==> src/rtl/hazard_pkg.sv <==
package hazard_pkg;
    typedef enum logic [1:0] {
        SRC_REGFILE = 2'b00,
        SRC_POSTMEM = 2'b01,
        SRC_POSTEX  = 2'b10
    } opnd_src_e;

    typedef struct packed {
        logic stalled;
    } hz_state_t;
endpackage

==> src/rtl/bypass_pick.sv <==
module bypass_pick #(
    parameter int RW = 5
) (
    input  logic [RW-1:0] src,
    input  logic [RW-1:0] ex_rd,
    input  logic          ex_we,
    input  logic [RW-1:0] wb_rd,
    input  logic          wb_we,
    output logic [1:0]    sel
);
    import hazard_pkg::*;

    logic ex_hit;
    logic wb_hit;

    always_comb begin
        ex_hit = ex_we && (ex_rd != '0) && (ex_rd == src);
        wb_hit = wb_we && (wb_rd != '0) && (wb_rd == src);
        if (ex_hit)
            sel = SRC_POSTEX;
        else if (wb_hit)
            sel = SRC_POSTMEM;
        else
            sel = SRC_REGFILE;
    end
endmodule

==> src/rtl/load_use_detect.sv <==
module load_use_detect #(
    parameter int RW = 5
) (
    input  logic [RW-1:0] dec_rs,
    input  logic [RW-1:0] dec_rt,
    input  logic [RW-1:0] ld_dst,
    input  logic          ld_valid,
    output logic          conflict
);
    always_comb begin
        conflict = ld_valid && (ld_dst != '0) &&
                   ((ld_dst == dec_rs) || (ld_dst == dec_rt));
    end
endmodule

==> src/rtl/hazard_ctrl.sv <==
module hazard_ctrl #(
    parameter int RW = 5
) (
    input  logic          clk,
    input  logic          rst_n,
    input  logic [RW-1:0] ifid_rs,
    input  logic [RW-1:0] ifid_rt,
    input  logic [RW-1:0] idex_rs,
    input  logic [RW-1:0] idex_rt,
    input  logic          idex_load,
    input  logic [RW-1:0] exmem_rd,
    input  logic          exmem_we,
    input  logic [RW-1:0] memwb_rd,
    input  logic          memwb_we,
    input  logic          branch_taken,
    output logic [1:0]    fwd_a,
    output logic [1:0]    fwd_b,
    output logic          hold_pc,
    output logic          bubble_idex,
    output logic          flush_if
);
    import hazard_pkg::*;

    localparam int NOPND = 2;

    hz_state_t st_d, st_q;
    logic [RW-1:0] opnd_src [NOPND];
    logic [1:0]    opnd_sel [NOPND];
    logic          conflict;

    assign opnd_src[0] = idex_rs;
    assign opnd_src[1] = idex_rt;

    for (genvar g = 0; g < NOPND; g++) begin : g_opnd
        bypass_pick #(.RW(RW)) u_pick (
            .src   (opnd_src[g]),
            .ex_rd (exmem_rd),
            .ex_we (exmem_we),
            .wb_rd (memwb_rd),
            .wb_we (memwb_we),
            .sel   (opnd_sel[g])
        );
    end

    load_use_detect #(.RW(RW)) u_lu (
        .dec_rs   (ifid_rs),
        .dec_rt   (ifid_rt),
        .ld_dst   (idex_rt),
        .ld_valid (idex_load),
        .conflict (conflict)
    );

    logic stall;

    always_comb begin
        st_d        = st_q;
        stall       = conflict && !st_q.stalled;
        st_d.stalled = stall;
        fwd_a       = opnd_sel[0];
        fwd_b       = opnd_sel[1];
        hold_pc     = stall;
        bubble_idex = stall;
        flush_if    = branch_taken && !stall;
    end

    always_ff @(posedge clk or negedge rst_n) begin
        if (!rst_n)
            st_q <= '0;
        else
            st_q <= st_d;
    end
endmodule


==> config.mk <==
export PLATFORM = sky130hd
export DESIGN_NAME = hazard_ctrl
export DESIGN_NICKNAME = d
export VERILOG_FILES = /design/src/rtl/hazard_pkg.sv /design/src/rtl/bypass_pick.sv /design/src/rtl/load_use_detect.sv /design/src/rtl/hazard_ctrl.sv
export SDC_FILE = /design/constraint.sdc
export NUM_CORES = 1
export LEC_CHECK = 0
export BUFFER_PORTS_ARGS = -buffer_cell sky130_fd_sc_hd__buf_2
export CAP_MARGIN = 15
export CORE_MARGIN = 2
export CORE_UTILIZATION = 33
export CTS_BUF_LIST = sky130_fd_sc_hd__clkbuf_16
export DETAILED_ROUTE_END_ITERATION = 12
export HOLD_SLACK_MARGIN = 0.15
export PLACE_DENSITY = 0.74
export SLEW_MARGIN = 20
export SYNTH_ARGS = -nofsm -noshare
export SYNTH_HDL_FRONTEND = slang
export SYNTH_SLANG_ARGS = --single-unit
==> constraint.sdc <==
create_clock -name clk -period 1.7 [get_ports clk]
set_clock_uncertainty 0.15 [all_clocks]
set_input_delay 0.34 -clock clk [delete_from_list [all_inputs] [get_ports clk]]
set_output_delay 0.34 -clock clk [all_outputs]
set_load 0.02 [all_outputs]
## Word level (Yosys, flattened, before mapping)

Cells that the tools add are included.

| cells by class | value |
|---|---|
| reductions and logical operators | 16 |
| mux-type cells | 4 |
| eq/ne operators | 6 |

Operators by type and width:

| kind | number |
|---|---|
| 5-bit equality test | 6 |
| 5-bit nonzero test | 3 |
| 1-bit logical AND | 10 |
| 2-bit 2-to-1 mux | 2 |
| 1-bit logical NOT | 2 |
| 1-bit 2-to-1 mux | 2 |
| 1-bit logical OR | 1 |

| storage, ports and cells | value |
|---|---|
| logic and storage cells | 27 |
| register bits | 1 |
| output and inout bits | 7 |
| input port bits | 36 |

## Longest topological paths before layout

Gate-level depths: netlist of run 1.

| logic depth | value |
|---|---|
| depth after elaboration | 6 |
| gate-level depth with buffers | 6 |

## Hierarchy

Synthesis of run 1 repeated with hierarchy kept, for this count alone.

| second synthesis, totals | value |
|---|---|
| cell total of the unflattened synthesis | 63 |
| area total of the unflattened synthesis | 498.0 um^2 |

Modules (own cells, without submodules):

| module | area each (um^2) | cells an instance | sequential area each (um^2) | times used |
|---|---|---|---|---|
| bypass_pick | 158.9 | 21 | 0.0 | 2 |
| load_use_detect | 125.1 | 17 | 0.0 | 1 |
| hazard_ctrl | 55.1 | 4 | 25.0 | 1 |

## Worst setup path after synthesis of run 1

OpenSTA, ideal clock, no wires.

| path | value |
|---|---|
| path type | in2out |
| from | in exmem_rd[1] |
| to | out fwd_a[0] |
| stages on the path | 4 |
| data required time | 1.210 ns |
| data arrival time | 1.609 ns |
| setup slack | -0.399 ns |
| path through | or4_4 -> o21ai_4 -> nor4_2 -> nor4_2 |

| on the way | value |
|---|---|
| cells in the longest elaborated chain, start to end | 4 |
| elaborated cells on any way between the ends | 5 |

Ends and longest elaborated chain:

| element | RTL line | source |
|---|---|---|
| start, declared | hazard_ctrl.sv:11 | `input logic [RW-1:0] exmem_rd,` |
| 5-bit nonzero test | bypass_pick.sv:17 | `ex_hit = ex_we && (ex_rd != '0) && (ex_rd == src);` |
| 1-bit logical AND | bypass_pick.sv:17 |  |
| 1-bit logical AND (*) | bypass_pick.sv:17 |  |
| net g_opnd[0].u_pick.ex_hit | bypass_pick.sv:13 | `logic ex_hit;` |
| 2-bit 2-to-1 mux (*) | bypass_pick.sv:19 | `if (ex_hit)` |
| end, declared | hazard_ctrl.sv:16 | `output logic [1:0] fwd_a,` |

Mark *: on every way through the listed nets, which the timed path passes. The rest lies on a longest branch.

## Worst setup path in the final report of run 1

| path | value |
|---|---|
| from | in memwb_rd[4] |
| to | out fwd_b[0] |

| on the way | value |
|---|---|
| cells in the longest elaborated chain, start to end | 5 |
| elaborated cells on any way between the ends | 6 |

Ends and longest elaborated chain:

| element | RTL line | source |
|---|---|---|
| start, declared | hazard_ctrl.sv:13 | `input logic [RW-1:0] memwb_rd,` |
| 5-bit nonzero test | bypass_pick.sv:18 | `wb_hit = wb_we && (wb_rd != '0) && (wb_rd == src);` |
| 1-bit logical AND | bypass_pick.sv:18 |  |
| 1-bit logical AND (*) | bypass_pick.sv:18 |  |
| 1-bit 2-to-1 mux (*) | bypass_pick.sv:21 | `else if (wb_hit)` |
| 2-bit 2-to-1 mux (*) | bypass_pick.sv:19 |  |
| end, declared | hazard_ctrl.sv:17 | `output logic [1:0] fwd_b,` |

Mark *: on every way between the ends. The rest lies on a longest branch, timed or not.

==> results of run 1 <==
## synth_stat cells (all sizes together)
library cell  instances
nand3                 2
xor2                 24
a22oi                 1
dfrtp                 1
xnor2                 6
or4                   5
nor2b                 1
clkbuf                5
nor3                  2
nor2                  3
o21a                  1
nor4                  4
buf                   3
o21ai                 3
## power groups by stage
stage          combinational [uW]  sequential, uW  clock, uW
6_report                      292            25.3          0
3_5_place_dp                  202            25.2          0
3_3_place_gp                  196            25.2          0
2_1_floorplan                 105            25.2          0
4_1_cts                       253            25.2          0
5_1_grt                       308            25.3          0
## worst max-delay path, delay by kind of cell
kind            cells  cell delay (ns)
compound gates      1             0.08
buf+inv             2             0.29
simple gates        3             0.95
## per-stage QoR
step	worst slack, ns	std cells	instance area (um^2)	hold WS [ns]	setup TNS (ns)
6_report	-0.449	135	1130	0.415	-1.93
5_1_grt	-0.514	135	1130	0.421	-2.20
4_1_cts	-0.439	135	1050	0.378	-1.82
3_5_place_dp	-0.497	130	865	-0.0329	-2.32
3_3_place_gp	-0.451	130	865	-0.0360	-2.17
2_1_floorplan	-0.292	61	548	-0.106	-1.25
## layer usage
layer  global-route usage (%)  part of all wire, %
met5                        0                    0
met4                     1.25                  2.0
met3                        0                  3.1
met2                     43.9                   56
met1                     30.4                   39
## cell type report
cell class | instances | area share, %
Timing Repair Buffer | 66 | 44.2
Tap cell | 16 | 1.78
Multi-Input combinational cell | 52 | 51.8
Sequential cell | 1 | 2.22
## final timing paths
check                           end  slack, ns  cells after the start        start
min reg2reg                    st_q       0.42                      3         st_q
max in group asynchronous      st_q       0.79                      2        rst_n
min in group asynchronous      st_q       0.52                      2        rst_n
min                            st_q       0.42                      3         st_q
max                        fwd_b[0]      -0.45                      6  memwb_rd[4]
max reg2reg                    st_q       0.63                      3         st_q
## kinds of logic (layout without fill, tap and decap cells)
| family | Yosys count | after routing | share of synthesized area [%] |
|---|---|---|---|
| xor+xnor | 30 | 30 | 52.6 |
| compound gates | 5 | 5 | 8.27 |
| buf+inv | 8 | 66 | 8.27 |
| simple gates | 17 | 17 | 25.8 |
| flops | 1 | 1 | 5.01 |
## repair_timing
| item | CTS | global route |
|---|---|---|
| setup endpoints to repair | 7 | 7 |
| pin swaps | 14 | 5 |
| gates resized for setup | 34 | 13 |
| hold endpoints to repair | 1 | 0 |
| buffers inserted | 5 | 1 |
| hold buffers | 1 | 0 |
==> impl_metrics.csv, run 1 <==
group,metric,value,unit
sta,setup_viol,7,
sta,hold_violations,0,
routing,drt_iter0_drc,3,
routing,wl_per_cell,16.3,um
synthesis,syn_area,499,um^2
synthesis,syn_avg_cell_area,8.18,um^2
pwr,clkPwrFrac,0,%
final_layout,postLayoutCoreUtil,77.5,%
placed_design,gp_congestion,0.789,
final_layout,regArea,25.0,um^2
sta,slew_headroom,76.4,%
placed_design,portBuffers,42,
floorplan,design.die.area,1840,um^2
sta,tightest_slew,0.352,ns
pwr,p_seq_share,8.0,%
grt,grt_pass1_wl,3280,um
final_layout,antenna_cells,0,
synthesis,synth-seq-cells,1,
pwr,power.density,282,nW/um^2
sta,period_minus_slack,2.15,ns
routing,first_pass_iters,4,
job,cap_violations,0,
final_layout,area_delta_synth_final,126,%
floorplan,row_count,14,
sta,rsz0062_at_grt,"true",
final_layout,top_regs,"st_q (1)",
floorplan,io-pin-count,43,
grt,track_usage,23.2,%
pwr,switching_power,137,uW
synthesis,syn_inst,61,
pwr,p_leak,0.000524,uW
final_layout,multi_input_area,584,um^2
pwr,p_sw_share,43.1,%
synthesis,synth_area_leader_cell,"xor2_1",
routing,vias,661,
synthesis,synth_cell_types,17,
worst_setup_path,critical-path-slowest-cell,"or4_4",
final_layout,num-nets-final,157,
floorplan,initial_core_util,34.3,%
sta,drv_slew,0,
pwr,irDropWorstVdd,0.000150,V
min_path,holdCritPathClass,"register to register",
pwr,power,318,uW
synthesis,yosys-top-cells-area,"xor2_1 (42%), xnor2_1 (11%), nor4_2 (10%)",
routing,drtAntennaViolNets,0,
worst_setup_path,path_class,"primary input to output pin",
synthesis,seq_area_frac_synth,5.01,%
worst_setup_path,start_kind,"primary input",
routing,drt-vias-per-instance,4.90,
routing,route.detailed.drc,0,
floorplan,core_area,1450,um^2
final_layout,drive_gt1_share,73.1,%
status,outcome,"complete, but fails checks",
floorplan,die_h,42.9,um
floorplan,dieWidth,42.9,um
worst_setup_path,crit_fanout,3,
final_layout,nFillCells,91,
grt,grt_max_degree,6,
routing,routed_wl,2200,um
status,violations,"setup timing",
pwr,combPwrFrac,92.0,%
sta,fin_crit_sh,126,%
synthesis,synthDominantCellAreaShare,42.1,%
worst_setup_path,endpoint_kind,"output pin",
worst_setup_path,cp.required,1.21,ns
final_layout,regMostFlops,"st_q",
sta,fmax,0.465,GHz
worst_setup_path,critical_path_arrival,1.66,ns
sta,setup_slack,-0.449,ns
clock_tree,clk_latency,0,ns
grt,grt_pass1_vias,687,
worst_setup_path,critPathMaxStageDelay,0.56,ns
worst_setup_path,crit_chain,"buf_2, or4_1, o21ai_1, or4_4, nor4_4, buf_4",
pwr,p_int,181,uW
placed_design,place_hpwl,1360,um
grt,antenna_found_initial,0,
synthesis,syn_nets,97,
final_layout,layout_common_cells,"buf_2 (27), xor2_1 (24), buf_4 (21), buf_6 (16)",
final_layout,largest_reg_flops,1,
synthesis,ys_warn_count,0,
final_layout,layout_commonest_cell,"buf_2",
clock_tree,clk_pin_slew_worst_paths,0,ns
grt,grt_overflow,0,
(Power assumes the default switching activity.)
==> run 2: changes to the inputs <==
--- a/config.mk
+++ b/config.mk
@@ -12,7 +12,7 @@
 export CTS_BUF_LIST = sky130_fd_sc_hd__clkbuf_16
 export DETAILED_ROUTE_END_ITERATION = 12
 export HOLD_SLACK_MARGIN = 0.15
-export PLACE_DENSITY = 0.74
+export PLACE_DENSITY = 0.83
 export SLEW_MARGIN = 20
 export SYNTH_ARGS = -nofsm -noshare
 export SYNTH_HDL_FRONTEND = slang
==> impl_metrics.csv, run 2 (same netlist as run 1, synthesis figures left out) <==
group,metric,value,unit
worst_setup_path,cp.required,1.21,ns
final_layout,largest_reg_flops,1,
final_layout,regMostFlops,"st_q",
worst_setup_path,crit_end,"fwd_b[0]",
floorplan,initial_core_util,34.3,%
grt,track_usage,22.0,%
final_layout,instances_no_fill,138,
routing,first_pass_iters,2,
worst_setup_path,reg2reg_to,"st_q",
final_layout,num-nets-final,160,
sta,drv_slew,0,
pwr,p_leak,0.000512,uW
sta,setup_viol,8,
routing,drt-vias-per-instance,4.93,
floorplan,dieWidth,42.9,um
final_layout,area_delta_synth_final,122,%
worst_setup_path,rr_startpoint,"st_q",
worst_setup_path,r2r_setup_slack,0.59,ns
sta,setup_tns,-2.50,ns
min_path,holdCritPathClass,"primary input to async pin",
worst_setup_path,crit_fanout,3,
placed_design,portBuffers,42,
grt,grt_overflow,0,
routing,drt_iter0_drc,4,
sta,tightest_slew,0.320,ns
clock_tree,clk_latency,0,ns
floorplan,design.die.area,1840,um^2
worst_setup_path,start_kind,"primary input",
sta,hold_violations,0,
floorplan,row_count,14,
routing,route.detailed.drc,0,
status,outcome,"complete, but fails checks",
worst_setup_path,r2r_cells,4,
job,cap_violations,0,
sta,slew_headroom,78.5,%
worst_setup_path,path_class,"primary input to output pin",
routing,drtAntennaViolNets,0,
sta,setup_slack,-0.471,ns
pwr,power,302,uW
routing,vias,681,
final_layout,nFillCells,102,
final_layout,drive_gt1_share,69.7,%
final_layout,regArea,25.0,um^2
floorplan,die_h,42.9,um
pwr,irDropWorstVdd,0.000142,V
status,violations,"setup timing",
sta,fmax,0.461,GHz
placed_design,place_hpwl,1430,um
final_layout,antenna_cells,0,
grt,grt_max_degree,6,
floorplan,io-pin-count,43,
final_layout,top_regs,"st_q (1)",
sta,holdWs,0.498,ns
worst_setup_path,setup.worst_path.start,"memwb_rd[0]",
grt,grt_pass1_wl,3160,um
grt,grt_pass1_vias,687,
sta,period_minus_slack,2.17,ns
floorplan,core_area,1450,um^2
final_layout,layout_common_cells,"buf_2 (27), buf_4 (22), xor2_1 (21), buf_6 (17), xnor2_1 (6)",
final_layout,layout_commonest_cell,"buf_2",
pwr,power.density,272,nW/um^2
placed_design,dpl.cell_count,131,
routing,wl_per_cell,15.6,um
grt,antenna_found_initial,0,
routing,routed_wl,2150,um
sta,fin_crit_sh,128,%
clock_tree,clk_pin_slew_worst_paths,0,ns
sta,rsz0062_at_grt,"true",
worst_setup_path,critical_path_arrival,1.68,ns
final_layout,multi_input_area,533,um^2
worst_setup_path,endpoint_kind,"output pin",
placed_design,gp_congestion,0.739,
-- run 2: repair_timing --
item / in CTS / in global routing
hold buffers: 1 / 0
pin swaps: 11 / 11
setup buffers: 3 / 3
setup endpoints to repair: 7 / 8
endpoints found under the hold margin: 1 / 0
resized for setup: 29 / 16
-- run 2: worst min-delay path by stage --
| stage | from | to | cells past startpoint | slack (ns) |
|---|---|---|---|---|
| 2_1_floorplan | rst_n | st_q | 0 | -0.11 |
| 6_report | rst_n | st_q | 2 | 0.50 |
| 3_3_place_gp | rst_n | st_q | 1 | -0.04 |
| 3_5_place_dp | rst_n | st_q | 1 | -0.03 |
| 4_1_cts | st_q | st_q | 4 | 0.50 |
| 5_1_grt | rst_n | st_q | 2 | 0.52 |
-- run 2: routing by layer --
metal  wire length, um  vias to the layer above  track usage (%)
met1               761                      324             26.1
met2              1220                       25             45.5
met5                 0                        -                0
met4                82                        0                0
met3                87                        6                0
li1                  -                      326                -
-- run 2: area by class of cell --
| class | instances | area share, % |
|---|---|---|
| multi-input combinational | 52 | 48.0 |
| sequential | 1 | 2.25 |
| tap | 16 | 1.80 |
| timing repair buffer | 69 | 47.9 |
-- run 2: critical path, cell delays in order --
cell and delay (ns):
buf_6 0.10, buf_6 0.10, xor2_1 0.13, or4_4 0.53, nor4_4 0.29, buf_4 0.18
-- run 2: where the power goes --
group / switching (uW) / internal, uW / total [uW] / leakage, uW
clock: 0 / 0 / 0 / 0
combinational: 128 / 149 / 277 / 0.000498
sequential: 0.205 / 25.0 / 25.2 / 0.0000139
-- run 2: through the flow --
stage	utilization (%)	setup WS (ns)	instance area (um^2)
2_1_floorplan	-	-0.292	548
3_3_place_gp	60.0	-0.444	872
3_5_place_dp	60.0	-0.512	872
4_1_cts	70.4	-0.461	1020
5_1_grt	76.3	-0.495	1110
6_report	76.3	-0.471	1110
==> run 3: changes to the inputs <==
--- a/config.mk
+++ b/config.mk
@@ -6,11 +6,12 @@
 export NUM_CORES = 1
 export LEC_CHECK = 0
 export BUFFER_PORTS_ARGS = -buffer_cell sky130_fd_sc_hd__buf_2
-export CAP_MARGIN = 15
+export CAP_MARGIN = 30
 export CORE_MARGIN = 2
 export CORE_UTILIZATION = 33
 export CTS_BUF_LIST = sky130_fd_sc_hd__clkbuf_16
 export DETAILED_ROUTE_END_ITERATION = 12
+export GPL_TIMING_DRIVEN = 0
 export HOLD_SLACK_MARGIN = 0.15
 export PLACE_DENSITY = 0.83
 export SLEW_MARGIN = 20
==> impl_metrics.csv, run 3 (same netlist as run 1, synthesis figures left out) <==
group,metric,value,unit
placed_design,dp_worst_setup_slack,-0.506,ns
final_layout,largest_reg_flops,1,
floorplan,dieWidth,42.9,um
placed_design,dpl.cell_count,114,
final_layout,layout_common_cells,"xor2_1 (24), buf_2 (24), buf_6 (11), buf_4 (8), xnor2_1 (6)",
routing,route.detailed.drc,0,
routing,routed_wl,1600,um
routing,vias,596,
grt,track_usage,15.0,%
sta,setup_viol,7,
worst_setup_path,path_class,"primary input to output pin",
worst_setup_path,crit_chain,"buf_8, or4_4, o21ai_4, buf_6, nor4_4, nor4_4, buf_4",
final_layout,top_regs,"st_q (1)",
sta,rsz0062_at_grt,"true",
worst_setup_path,critPathMaxStageDelay,0.53,ns
placed_design,gp_congestion,0.682,
routing,drt_iter0_drc,2,
sta,setup_slack,-0.421,ns
pwr,p_leak,0.000412,uW
worst_setup_path,critical-path-slowest-cell,"or4_4",
final_layout,regMostFlops,"st_q",
grt,use_met2,28.5,%
grt,busiest_layer,"met2",
sta,fin_crit_sh,125,%
final_layout,drive_gt1_share,62.7,%
grt,grt_overflow,0,
pwr,power,249,uW
sta,period_minus_slack,2.12,ns
floorplan,row_count,14,
pwr,power.density,267,nW/um^2
worst_setup_path,crit_fanout,2,
grt,grt_pass1_vias,533,
sta,drv_slew,0,
clock_tree,clk_latency,0,ns
routing,drtAntennaViolNets,0,
sta,holdWs,0.390,ns
floorplan,initial_core_util,34.3,%
sta,tightest_slew,0.302,ns
status,violations,"setup timing",
grt,grt_max_degree,6,
status,outcome,"complete, but fails checks",
clock_tree,clk_pin_slew_worst_paths,0,ns
grt,antenna_found_initial,0,
sta,hold_violations,0,
placed_design,postPlaceCellArea,753,um^2
routing,first_pass_iters,3,
min_path,holdCritPathClass,"register to register",
final_layout,area_delta_synth_final,87.0,%
floorplan,design.die.area,1840,um^2
final_layout,instances_no_fill,118,
worst_setup_path,critical_path_arrival,1.63,ns
floorplan,core_area,1450,um^2
final_layout,antenna_cells,0,
final_layout,final_area,933,um^2
final_layout,num-nets-final,140,
placed_design,portBuffers,37,
sta,fmax,0.471,GHz
job,cap_violations,0,
floorplan,die_h,42.9,um
worst_setup_path,cp.required,1.21,ns
worst_setup_path,critPathMostFrequentCell,"nor4_4",
routing,wl_per_cell,13.5,um
routing,drt-vias-per-instance,5.05,
grt,gr-usage-met3,2.13,%
sta,slew_headroom,79.7,%
floorplan,io-pin-count,43,
grt,grt_pass1_wl,2260,um
worst_setup_path,start_kind,"primary input",
pwr,irDropWorstVdd,0.000158,V
worst_setup_path,endpoint_kind,"output pin",
grt,globalRouteMet1Util,17.8,%
run 3: worst max-delay path, delay by kind of cell:
family,cells,cell delay (ns)
buf+inv,3,0.40
simple gates,3,0.70
compound gates,1,0.19
run 3: path summary, 6_finish.rpt:
kind	startpoint	end	slack [ns]	cells past startpoint
worst max-delay path	exmem_rd[4]	fwd_b[0]	-0.42	7
worst min-delay path	st_q	st_q	0.39	3
worst max register to register	st_q	st_q	0.69	3
worst min register to register	st_q	st_q	0.39	3
max in group asynchronous	rst_n	st_q	0.81	2
min in group asynchronous	rst_n	st_q	0.50	2
run 3: final cells by class:
class                   count  area, um^2
repair buffers             41         295
fillers                   115         520
well taps                  16        20.0
multi-input cells          52         517
plain buffers               8        76.3
flip-flops and latches      1        25.0
run 3: timing repair:
item | 4_1_cts | 5_1_grt
resized for setup | 22 | 27
endpoints found under the setup margin | 7 | 7
setup buffers | 2 | 1
hold buffers | 1 | 0
pin swaps | 4 | 5
endpoints found under the hold margin | 1 | 0
run 3: metrics by stage:
| stage | utilization (%) | TNS [ns] |
|---|---|---|
| global route | 64.2 | -2.43 |
| detailed placement | 51.8 | -2.84 |
| finish | 64.2 | -2.21 |
| global placement | 51.8 | -2.56 |
| CTS | 59.0 | -2.49 |
| floorplan | - | -1.25 |
run 3: routing by layer:
layer	wire, um	up-vias
li1	-	286
met1	592	289
met2	893	19
met3	92	2
met4	20	0
met5	0	-
run 3: where the power goes:
| group | switching, uW | internal [uW] | leakage [uW] |
|---|---|---|---|
| logic | 109 | 115 | 0.000398 |
| registers | 0.200 | 25.0 | 0.0000139 |
| clock network | 0 | 0 | 0 |
